File: src/rtl/hpd_ctrl_pkg.sv
package hpd_ctrl_pkg;

  typedef enum logic [1:0] {
    SRC_BOTH  = 2'b00,
    SRC_PROTO = 2'b01,
    SRC_PIN   = 2'b10,
    SRC_FORCE = 2'b11
  } hpd_src_e;

  typedef struct packed {
    logic     pwr_down;
    logic     proto_en;
    hpd_src_e sel;
  } ctrl_t;

  localparam int unsigned ADR_CTRL  = 0;
  localparam int unsigned ADR_MASK  = 1;
  localparam int unsigned ADR_PEND  = 2;
  localparam int unsigned ADR_LEVEL = 3;
  localparam int unsigned NUM_IRQ   = 2;

endpackage

File: src/rtl/hpd_sync.sv
module hpd_sync #(
  parameter int unsigned STAGES = 2
) (
  input  logic clk,
  input  logic rst_n,
  input  logic d_i,
  output logic q_o
);
  logic [STAGES-1:0] chain_q;

  always_ff @(posedge clk or negedge rst_n) begin
    if (!rst_n) chain_q <= '0;
    else        chain_q <= {chain_q[STAGES-2:0], d_i};
  end

  assign q_o = chain_q[STAGES-1];
endmodule

File: src/rtl/hpd_select.sv
module hpd_select
  import hpd_ctrl_pkg::*;
(
  input  hpd_src_e sel_i,
  input  logic     proto_en_i,
  input  logic     pin_i,
  input  logic     proto_i,
  output logic     eff_o,
  output logic     irq_src_o
);
  logic proto_gated;

  assign proto_gated = proto_i & proto_en_i;

  always_comb begin
    unique case (sel_i)
      SRC_BOTH:  eff_o = pin_i & proto_gated;
      SRC_PROTO: eff_o = proto_gated;
      SRC_PIN:   eff_o = pin_i;
      default:   eff_o = 1'b1;
    endcase
  end

  assign irq_src_o = (sel_i == SRC_FORCE) ? pin_i : eff_o;
endmodule

File: src/rtl/hpd_irq.sv
module hpd_irq #(
  parameter int unsigned          N         = 2,
  parameter logic [N-1:0]         RISE_ONLY = '0
) (
  input  logic         clk,
  input  logic         rst_n,
  input  logic [N-1:0] lvl_i,
  input  logic [N-1:0] clr_i,
  input  logic [N-1:0] mask_i,
  output logic [N-1:0] pend_o,
  output logic         irq_o
);
  logic [N-1:0] prev_q;
  logic [N-1:0] pend_q;
  logic [N-1:0] pend_d;
  logic [N-1:0] evt;

  for (genvar i = 0; i < N; i++) begin : g_src
    if (RISE_ONLY[i]) begin : g_rise
      assign evt[i] = lvl_i[i] & ~prev_q[i];
    end else begin : g_any
      assign evt[i] = lvl_i[i] ^ prev_q[i];
    end

    always_comb begin
      pend_d[i] = pend_q[i];
      if (clr_i[i]) pend_d[i] = 1'b0;
      if (evt[i])   pend_d[i] = 1'b1;
    end


    sticky_chk: assert property (@(posedge clk) disable iff (!rst_n)
      (pend_q[i] && !clr_i[i]) |=> pend_q[i]);

    event_chk: assert property (@(posedge clk) disable iff (!rst_n)
      (lvl_i[i] != prev_q[i] && !RISE_ONLY[i]) |=> pend_q[i]);

    rise_chk: assert property (@(posedge clk) disable iff (!rst_n)
      (lvl_i[i] && !prev_q[i]) |=> pend_q[i]);
  end

  always_ff @(posedge clk or negedge rst_n) begin
    if (!rst_n) begin
      prev_q <= '0;
      pend_q <= '0;
    end else begin
      prev_q <= lvl_i;
      pend_q <= pend_d;
    end
  end

  assign pend_o = pend_q;
  assign irq_o  = |(pend_q & mask_i);
endmodule

File: src/rtl/hpd_cfg_bank.sv
module hpd_cfg_bank
  import hpd_ctrl_pkg::*;
#(
  parameter int unsigned DATA_W    = 8,
  parameter int unsigned ADDR_W    = 4,
  parameter int unsigned PROT_BASE = 4,
  parameter int unsigned NUM_PROT  = 4,
  parameter logic [DATA_W-1:0] PROT_DEF = '0
) (
  input  logic                       clk,
  input  logic                       rst_n,
  input  logic                       wr_en_i,
  input  logic [ADDR_W-1:0]          wr_addr_i,
  input  logic [DATA_W-1:0]          wr_data_i,
  input  logic                       eff_i,
  input  logic                       fall_i,
  output ctrl_t                      ctrl_o,
  output logic [NUM_IRQ-1:0]         mask_o,
  output logic [NUM_IRQ-1:0]         w1c_o,
  output logic [NUM_PROT*DATA_W-1:0] prot_o,
  output logic                       wr_block_o
);
  localparam logic [ADDR_W-1:0] A_CTRL = ADDR_W'(ADR_CTRL);
  localparam logic [ADDR_W-1:0] A_MASK = ADDR_W'(ADR_MASK);
  localparam logic [ADDR_W-1:0] A_PEND = ADDR_W'(ADR_PEND);

  ctrl_t              ctrl_q, ctrl_d;
  logic               ctrl_we;
  logic               pd_allow;
  logic [NUM_IRQ-1:0] mask_q;
  logic               mask_we;

  assign ctrl_we  = wr_en_i && (wr_addr_i == A_CTRL);
  assign mask_we  = wr_en_i && (wr_addr_i == A_MASK);
  assign pd_allow = eff_i || (ctrl_q.sel == SRC_FORCE);

  always_comb begin
    ctrl_d          = ctrl_q;
    ctrl_d.sel      = hpd_src_e'(wr_data_i[1:0]);
    ctrl_d.proto_en = wr_data_i[2];
    if (wr_data_i[3] || pd_allow) ctrl_d.pwr_down = wr_data_i[3];
  end

  always_ff @(posedge clk or negedge rst_n) begin
    if (!rst_n) begin
      ctrl_q.pwr_down <= 1'b1;
      ctrl_q.proto_en <= 1'b0;
      ctrl_q.sel      <= SRC_PIN;
    end else if (ctrl_we) begin
      ctrl_q <= ctrl_d;
    end
  end

  always_ff @(posedge clk or negedge rst_n) begin
    if (!rst_n)       mask_q <= '0;
    else if (mask_we) mask_q <= wr_data_i[NUM_IRQ-1:0];
  end


  pd_hold_chk: assert property (@(posedge clk) disable iff (!rst_n)
    (ctrl_we && !wr_data_i[3] && !pd_allow && ctrl_q.pwr_down) |=> ctrl_q.pwr_down);

  assign w1c_o      = (wr_en_i && wr_addr_i == A_PEND) ? wr_data_i[NUM_IRQ-1:0] : '0;
  assign wr_block_o = ~eff_i;
  assign ctrl_o     = ctrl_q;
  assign mask_o     = mask_q;

  for (genvar i = 0; i < NUM_PROT; i++) begin : g_prot
    localparam logic [ADDR_W-1:0] MY_ADDR = ADDR_W'(PROT_BASE + i);
    logic [DATA_W-1:0] val_q, val_d;
    logic              hit, we;

    assign hit = wr_en_i && (wr_addr_i == MY_ADDR);
    assign we  = fall_i || (hit && eff_i);

    always_comb begin
      val_d = wr_data_i;
      if (fall_i) val_d = PROT_DEF;
    end

    always_ff @(posedge clk or negedge rst_n) begin
      if (!rst_n)  val_q <= PROT_DEF;
      else if (we) val_q <= val_d;
    end

    assign prot_o[i*DATA_W +: DATA_W] = val_q;


    blocked_wr_chk: assert property (@(posedge clk) disable iff (!rst_n)
      (hit && !eff_i && !fall_i) |=> $stable(val_q));

    clr_default_chk: assert property (@(posedge clk) disable iff (!rst_n)
      fall_i |=> (val_q == PROT_DEF));
  end
endmodule

File: src/rtl/hpd_source_ctrl.sv
module hpd_source_ctrl
  import hpd_ctrl_pkg::*;
#(
  parameter int unsigned DATA_W      = 8,
  parameter int unsigned ADDR_W      = 4,
  parameter int unsigned SYNC_STAGES = 2,
  parameter int unsigned PROT_BASE   = 4,
  parameter int unsigned NUM_PROT    = 4
) (
  input  logic              clk,
  input  logic              rst_n,
  input  logic              hpd_pin_i,
  input  logic              proto_hpd_i,
  input  logic              msense_i,
  input  logic              wr_en_i,
  input  logic [ADDR_W-1:0] wr_addr_i,
  input  logic [DATA_W-1:0] wr_data_i,
  input  logic [ADDR_W-1:0] rd_addr_i,
  output logic [DATA_W-1:0] rd_data_o,
  output logic              hpd_eff_o,
  output logic              irq_o,
  output logic              pwr_down_o,
  output logic              pwr_ready_o,
  output logic              wr_block_o,
  output logic              prot_clr_o
);
  localparam logic [NUM_IRQ-1:0] RISE_MAP = 2'b10;

  logic                       pin_sync;
  logic                       eff;
  logic                       irq_src;
  logic                       eff_q;
  logic                       fall;
  ctrl_t                      ctrl;
  logic [NUM_IRQ-1:0]         mask;
  logic [NUM_IRQ-1:0]         w1c;
  logic [NUM_IRQ-1:0]         pend;
  logic [NUM_PROT*DATA_W-1:0] prot;

  hpd_sync #(.STAGES(SYNC_STAGES)) u_sync (
    .clk(clk), .rst_n(rst_n), .d_i(hpd_pin_i), .q_o(pin_sync)
  );

  hpd_select u_sel (
    .sel_i(ctrl.sel), .proto_en_i(ctrl.proto_en), .pin_i(pin_sync),
    .proto_i(proto_hpd_i), .eff_o(eff), .irq_src_o(irq_src)
  );

  always_ff @(posedge clk or negedge rst_n) begin
    if (!rst_n) eff_q <= 1'b0;
    else        eff_q <= eff;
  end

  assign fall = eff_q & ~eff;

  hpd_cfg_bank #(
    .DATA_W(DATA_W), .ADDR_W(ADDR_W), .PROT_BASE(PROT_BASE), .NUM_PROT(NUM_PROT)
  ) u_bank (
    .clk(clk), .rst_n(rst_n), .wr_en_i(wr_en_i), .wr_addr_i(wr_addr_i),
    .wr_data_i(wr_data_i), .eff_i(eff), .fall_i(fall), .ctrl_o(ctrl),
    .mask_o(mask), .w1c_o(w1c), .prot_o(prot), .wr_block_o(wr_block_o)
  );

  hpd_irq #(.N(NUM_IRQ), .RISE_ONLY(RISE_MAP)) u_irq (
    .clk(clk), .rst_n(rst_n), .lvl_i({msense_i, irq_src}), .clr_i(w1c),
    .mask_i(mask), .pend_o(pend), .irq_o(irq_o)
  );


  clr_pulse_chk: assert property (@(posedge clk) disable iff (!rst_n)
    prot_clr_o |=> !prot_clr_o);

  force_hold_chk: assert property (@(posedge clk) disable iff (!rst_n)
    (ctrl.sel == SRC_FORCE && $stable(ctrl.sel)) |-> !prot_clr_o);

  always_comb begin
    rd_data_o = '0;
    if (rd_addr_i == ADDR_W'(ADR_CTRL))
      rd_data_o = DATA_W'(ctrl);
    else if (rd_addr_i == ADDR_W'(ADR_MASK))
      rd_data_o = DATA_W'(mask);
    else if (rd_addr_i == ADDR_W'(ADR_PEND))
      rd_data_o = DATA_W'(pend);
    else if (rd_addr_i == ADDR_W'(ADR_LEVEL))
      rd_data_o = DATA_W'({eff, msense_i, pin_sync});
    else
      for (int i = 0; i < NUM_PROT; i++)
        if (rd_addr_i == ADDR_W'(PROT_BASE + i)) rd_data_o = prot[i*DATA_W +: DATA_W];
  end

  assign hpd_eff_o   = eff;
  assign pwr_down_o  = ctrl.pwr_down;
  assign pwr_ready_o = eff & msense_i;
  assign prot_clr_o  = fall;
endmodule

File: config.mk
export PLATFORM = sky130hd
export DESIGN_NAME = hpd_source_ctrl
export DESIGN_NICKNAME = d
export VERILOG_FILES = /design/src/rtl/hpd_ctrl_pkg.sv /design/src/rtl/hpd_sync.sv /design/src/rtl/hpd_select.sv /design/src/rtl/hpd_irq.sv /design/src/rtl/hpd_cfg_bank.sv /design/src/rtl/hpd_source_ctrl.sv
export SDC_FILE = /design/constraint.sdc
export NUM_CORES = 1
export LEC_CHECK = 0
export ABC_AREA = 0
export BUFFER_PORTS_ARGS = -buffer_cell sky130_fd_sc_hd__buf_2
export CAP_MARGIN = 20
export CORE_UTILIZATION = 51
export CTS_CLUSTER_SIZE = 40
export DETAILED_ROUTE_END_ITERATION = 10
export PLACE_DENSITY = 0.81
export SLEW_MARGIN = 5
export SYNTH_ARGS = -nofsm -noshare
export SYNTH_HDL_FRONTEND = slang
export SYNTH_HIERARCHICAL = 1
export SYNTH_SLANG_ARGS = --single-unit
File: constraint.sdc
create_clock -name clk -period 1.75 [get_ports clk]
set_clock_uncertainty 0.15 [all_clocks]
set_input_delay 0.175 -clock clk [delete_from_list [all_inputs] [get_ports clk]]
set_output_delay 0.175 -clock clk [all_outputs]
set_load 0.1 [all_outputs]
# Word-level counts from Yosys, hierarchy flattened

Cells that the tools add are included.

Eq/ne operators: 16
Bitwise logic cells: 9
Reductions and logical operators: 24
Multiplexer cells: 16

Operators with widths:

| operator             | number |
|---|---|
| $mux W8              | 9 |
| $eq A4 B3 Y1 const B | 8 |
| $eq A4 B2 Y1 const B | 3 |
| $logic_and A1 B1 Y1  | 11 |
| $eq A4 B1 Y1 const B | 2 |
| $logic_not A4 Y1     | 2 |
| $logic_or A1 B1 Y1   | 6 |
| $and A1 B1 Y1        | 5 |
| $mux W1              | 5 |
| $eq A2 B2 Y1 const B | 2 |
| $reduce_bool A2 Y1   | 2 |
| $pmux W1 S3          | 1 |
| $and A2 B2 Y2        | 1 |
| $eq A2 B1 Y1 const B | 1 |
| $logic_not A2 Y1     | 1 |
| $mux W2              | 1 |
| $not A1 Y1           | 2 |
| $reduce_and A2 Y1    | 1 |
| $reduce_or A2 Y1     | 1 |
| $xor A1 B1 Y1        | 1 |

Input bits: 22
Bits in registers: 45
Word-level logic and storage cells: 78
Output and inout port bits: 14

# Logic depth before layout (Yosys ltp)

Word-level depth: 9
Mapped depth: 6

# Modules after synthesis

The synthesis kept the hierarchy.

By module, submodules not included:

| module          | instances | area an instance (µm²) | sequential area each (µm²) | cells each |
|---|---|---|---|---|
| hpd_cfg_bank    | 1         | 1734.2                 | 953.4                      | 139 |
| hpd_source_ctrl | 1         | 473.0                  | 25.0                       | 55 |
| hpd_irq         | 1         | 140.1                  | 100.1                      | 11 |
| hpd_sync        | 1         | 50.0                   | 50.0                       | 2 |
| hpd_select      | 1         | 38.8                   | 0.0                        | 6 |

# Worst setup path before layout

OpenSTA, ideal clock, no wires.

Path type: register -> output
Start point: reg u_bank.ctrl_q, in the netlist u_bank/ctrl_o[1]
End point: out rd_data_o[2]
Data required time: 1.425 ns
Cell stages (with the launch flop): 5
Buffers on the path: 0
Setup slack: -2.985 ns
Arrival time: 4.410 ns
Cells stage by stage: dfstp_2 -> a21oi_1 -> nor2_1 -> a311oi_1 -> nor3_1

Word-level cells in the longest chain between the ends: 6
Elaborated cells between the ends (all ways): 8
Classes of those cells: eq/ne: 2; mux: 5; reduce/logical: 1

Ends and longest elaborated chain:

| element                                    | line                  | source |
|---|---|---|
| from (decl)                                | hpd_cfg_bank.sv:27    | `ctrl_t ctrl_q, ctrl_d;` |
| from (signal assigned)                     | hpd_cfg_bank.sv:50    | `ctrl_q <= ctrl_d;` |
| $eq A2 B2 Y1, or another cell as far along | hpd_select.sv:16      | `unique case (sel_i)` |
| $pmux W1 S3 (*)                            | hpd_select.sv:16      |  |
| net hpd_eff_o                              | hpd_source_ctrl.sv:20 | `output logic hpd_eff_o,` |
| $mux W8 (*)                                | hpd_source_ctrl.sv:84 | `else if (rd_addr_i == ADDR_W'(ADR_LEVEL))` |
| $mux W8 (*)                                | hpd_source_ctrl.sv:82 | `else if (rd_addr_i == ADDR_W'(ADR_PEND))` |
| $mux W8 (*)                                | hpd_source_ctrl.sv:80 | `else if (rd_addr_i == ADDR_W'(ADR_MASK))` |
| $mux W8 (*)                                | hpd_source_ctrl.sv:78 | `if (rd_addr_i == ADDR_W'(ADR_CTRL))` |
| to (decl)                                  | hpd_source_ctrl.sv:19 | `output logic [DATA_W-1:0] rd_data_o,` |

The timed path passes the listed nets; every way through them passes the cells marked *.

# Final worst setup path

Start point: reg u_bank.g_prot[1].val_q[3]
End point: out rd_data_o[3]

Word-level cells in the longest chain between the ends: 7

Ends and longest elaborated chain:

| element                | line                  | source |
|---|---|---|
| from (decl)            | hpd_cfg_bank.sv:70    | `logic [DATA_W-1:0] val_q, val_d;` |
| from (signal assigned) | hpd_cfg_bank.sv:83    | `else if (we) val_q <= val_d;` |
| $mux W8 (3 in series)  | hpd_source_ctrl.sv:88 | `if (rd_addr_i == ADDR_W'(PROT_BASE + i)) rd_data_o = prot[i*DATA_W +: DATA_W];` |
| $mux W8                | hpd_source_ctrl.sv:84 |  |
| $mux W8                | hpd_source_ctrl.sv:82 |  |
| $mux W8                | hpd_source_ctrl.sv:80 |  |
| $mux W8                | hpd_source_ctrl.sv:78 |  |

No other way between the ends.

==> flow_summary.toml <==
[worst_setup_path]
crit_required_ns = 1.42
cp_slowest_cell = "mux4_2"
critPathLaunch = "u_bank/g_prot[1].val_q[3]"
crit_family = "multiplexers"
arrival_ns = 1.63
r2r-start = "u_bank/ctrl_o[1]"
cp-start-kind = "flip-flop"
cp_max_fo = 2
crit_path_end_kind = "output pin"
critical_path.max_stage_delay_ns = 0.47
setup.worst_path.class = "flip-flop to output pin"
r2r_slack_ns = -0.16
worst-path-buf-inv = 1
crit_chain = "mux4_2, a32oi_2, nor2_4, buf_12"

[timing]
tightest_slew_ns = 0.493
fin_crit_ns = 1.95
hold_viol = 0
final.setup.worst_slack_ns = -0.202
max-slew-margin-rel = 0.673
finalCritPeriodShare = 1.12
final_max_slew_viol_count = 0
rsz0062_at_grt = "true"
totalNegativeSetupSlack_ns = -2.79
timing.fmax_mhz = 512
setup_violations = 40

[power]
ir_worst_vdd_uv = 695
power_per_cell_area_nw_per_um2 = 947
power.leakage_nw = 1.81
power.total_mw = 3.55

[synthesis]
synth_top_area_cell = "dfrtp_1"
synth_area_leaders = "dfrtp_1 (44%), mux2i_1 (14%), nand2b_1 (12%)"
synthAdderAreaFrac = 0
synth_nets = 235
yosys.area_share.simple = 0.205
yosysWarnings = 6
yosysSeqAreaShare = 0.463
synth_top_family_by_area = "multiplexers"
synthCells = 213
netlist.area_leader.share = 0.442
ys_types = 40
ys_ff_latch = 45
synth_compound_area_frac = 0.0565
synth_xor_area_frac = 0.00360
netlist_area_um2 = 2440
synth.mux.area_fraction = 0.235
syn_area_per_cell_um2 = 11.4

[routing]
drt_iter0_markers = 178
drt_first_pass_iters = 6
avgRoutedWirePerCell_um = 22.1
wl_mm = 7.64
antenna_left = 0
vias = 2077
via_per_inst = 6.00
drc = 0

[floorplan]
start_util = 0.544
die_width_um = 71.1
pin_count = 36
die_area_um2 = 5060
die_h_um = 71.1
core_area_um2 = 4470
rows = 24

[outcome]
status = "finished with violations"
violations = "negative setup slack"

[cts]
cts_tree = "yes"
cts.sinks = 45
clkTransAtPathRegs_ns = 0.09
htree_levels = 2
cts_buffer_depth = 2
clk_latency_ns = 0.29
numCtsBuffers = 5
ctsRootBufferMaster = "clkbuf_8"

[worst_hold_path]
hp-class = "input port to flip-flop"
hold_start = "wr_data_i[5]"

[grt]
antenna_found_initial = 0
first_global_vias = 2101
track_usage = 0.278
grt_max_degree = 46
grt_pass1_wl_mm = 10.5
overflow = 0

[place]
dp_slack_ns = -0.0502
place_hpwl_mm = 3.88
postPlaceCellArea_um2 = 3040
gp_congestion = 0.782
portBuffers = 35

[finish]
area_growth_syn_to_layout_pct = 54.0
num_antenna_cells = 0
fin_nets = 315
drive_above_1_share = 0.510
layout_common_cells = "dfrtp_1 (43), mux2i_1 (34), buf_4 (25)"
final_common_cell = "dfrtp_1"
stdcell_area_um2 = 3750
fillCellCount = 192

[job]
drv_cap = 0
-- metal layers --
metal / share of wire / up-vias / GRT usage / wire length, um
li1: - / 897 / - / -
met5: 0 / - / 0 / 0
met4: 0.040 / 0 / 0.129 / 308
met1: 0.38 / 1040 / 0.345 / 2920
met3: 0.068 / 33 / 0.0527 / 520
met2: 0.51 / 107 / 0.473 / 3900
-- path summary, 6_finish.rpt --
check                                            endpoint  cells after the start
worst max-delay path                         rd_data_o[3]                      4
min in group asynchronous       u_bank/g_prot[2].val_q[1]                      3
max in group asynchronous                u_bank/ctrl_o[3]                      3
worst max register to register  u_bank/g_prot[3].val_q[1]                      6
worst min-delay path            u_bank/g_prot[0].val_q[5]                      3
worst min register to register          u_sync/chain_q[1]                      0
-- worst register-to-register path, delay by kind of cell, from the launching register on --
family	cells	cell delay (ns)
flip-flops	1	0.54
multiplexers	1	0.27
AND/OR/NAND/NOR	3	0.70
AO/OA/AOI/OAI	1	0.05
buffers and inverters	1	0.13
-- flip-flops by register name (all words and copies together) (netlist names) --
name / flops
u_sync/chain_q: 2
u_irq/prev_q: 2
u_bank/mask_o: 2
u_bank/ctrl_o: 4
u_bank/g_prot.val_q: 32
u_irq/pend_o: 2
eff_q: 1
-- cell type report --
cell class | instances | area [um^2] | area share
Inverter | 7 | 26.3 | 0.00700
Tap cell | 52 | 65.1 | 0.0173
Clock inverter | 2 | 38.8 | 0.0103
Timing Repair Buffer | 83 | 901 | 0.240
Multi-Input combinational cell | 151 | 1520 | 0.404
Clock buffer | 6 | 72.6 | 0.0193
Sequential cell | 45 | 1130 | 0.302
-- cells in the mapped netlist --
cell,count
a21o_1,1
a21oi_1,5
a21oi_2,1
a22o_1,1
a22oi_1,2
a311oi_1,1
a31oi_1,2
a32oi_1,1
and2_1,3
and3_1,1
and3b_1,1
and4b_4,1
buf_2,2
buf_4,2
buf_6,2
clkbuf_1,4
dfrtp_1,43
dfstp_2,2
inv_1,7
mux2_2,7
mux2i_1,34
mux4_1,5
mux4_2,1
nand2_1,5
nand2_2,2
nand2b_1,45
nand2b_4,1
nand3_1,1
nand3b_1,1
nor2_1,10
nor2b_1,7
nor3_1,1
nor3b_1,1
nor3b_2,1
o21ai_0,2
o21ai_1,1
o22ai_1,3
o2bb2ai_1,1
or2_2,1
xnor2_1,1
-- stage by stage --
step,std cells,hold WS (ns),utilization
finish,346,0.0106,0.838
global route,346,0.0156,0.838
CTS,336,0.00694,0.785
detailed placement,309,0.0207,0.679
global placement,309,0.0222,0.679
floorplan,213,-0.271,-
-- power by group --
group | leakage, nW | switching [mW] | internal, mW
sequential | 0.594 | 0.0687 | 1.14
combinational | 1.16 | 0.778 | 0.781
clock | 0.0554 | 0.360 | 0.429
-- logic make-up (layout without fill, tap and decap cells) --
family                    after synthesis  in the layout
DFF                                    45             45
and+or+nand+nor                        82             82
AOI/OAI and AO/OA                      21             21
xor gates and xnor gates                1              1
buffers and inverters                  17             98
muxes                                  47             47
-- what timing repair did --
| item | CTS | global route |
|---|---|---|
| setup endpoints to repair | 19 | 44 |
| buffers inserted | 13 | 6 |
| hold buffers | 4 | 0 |
| cloned | 2 | 4 |
| gates resized for setup | 52 | 18 |
| pin swaps | 11 | 6 |
| hold endpoints to repair | 48 | 0 |
No activity file was read; power rests on OpenSTA's default activity.
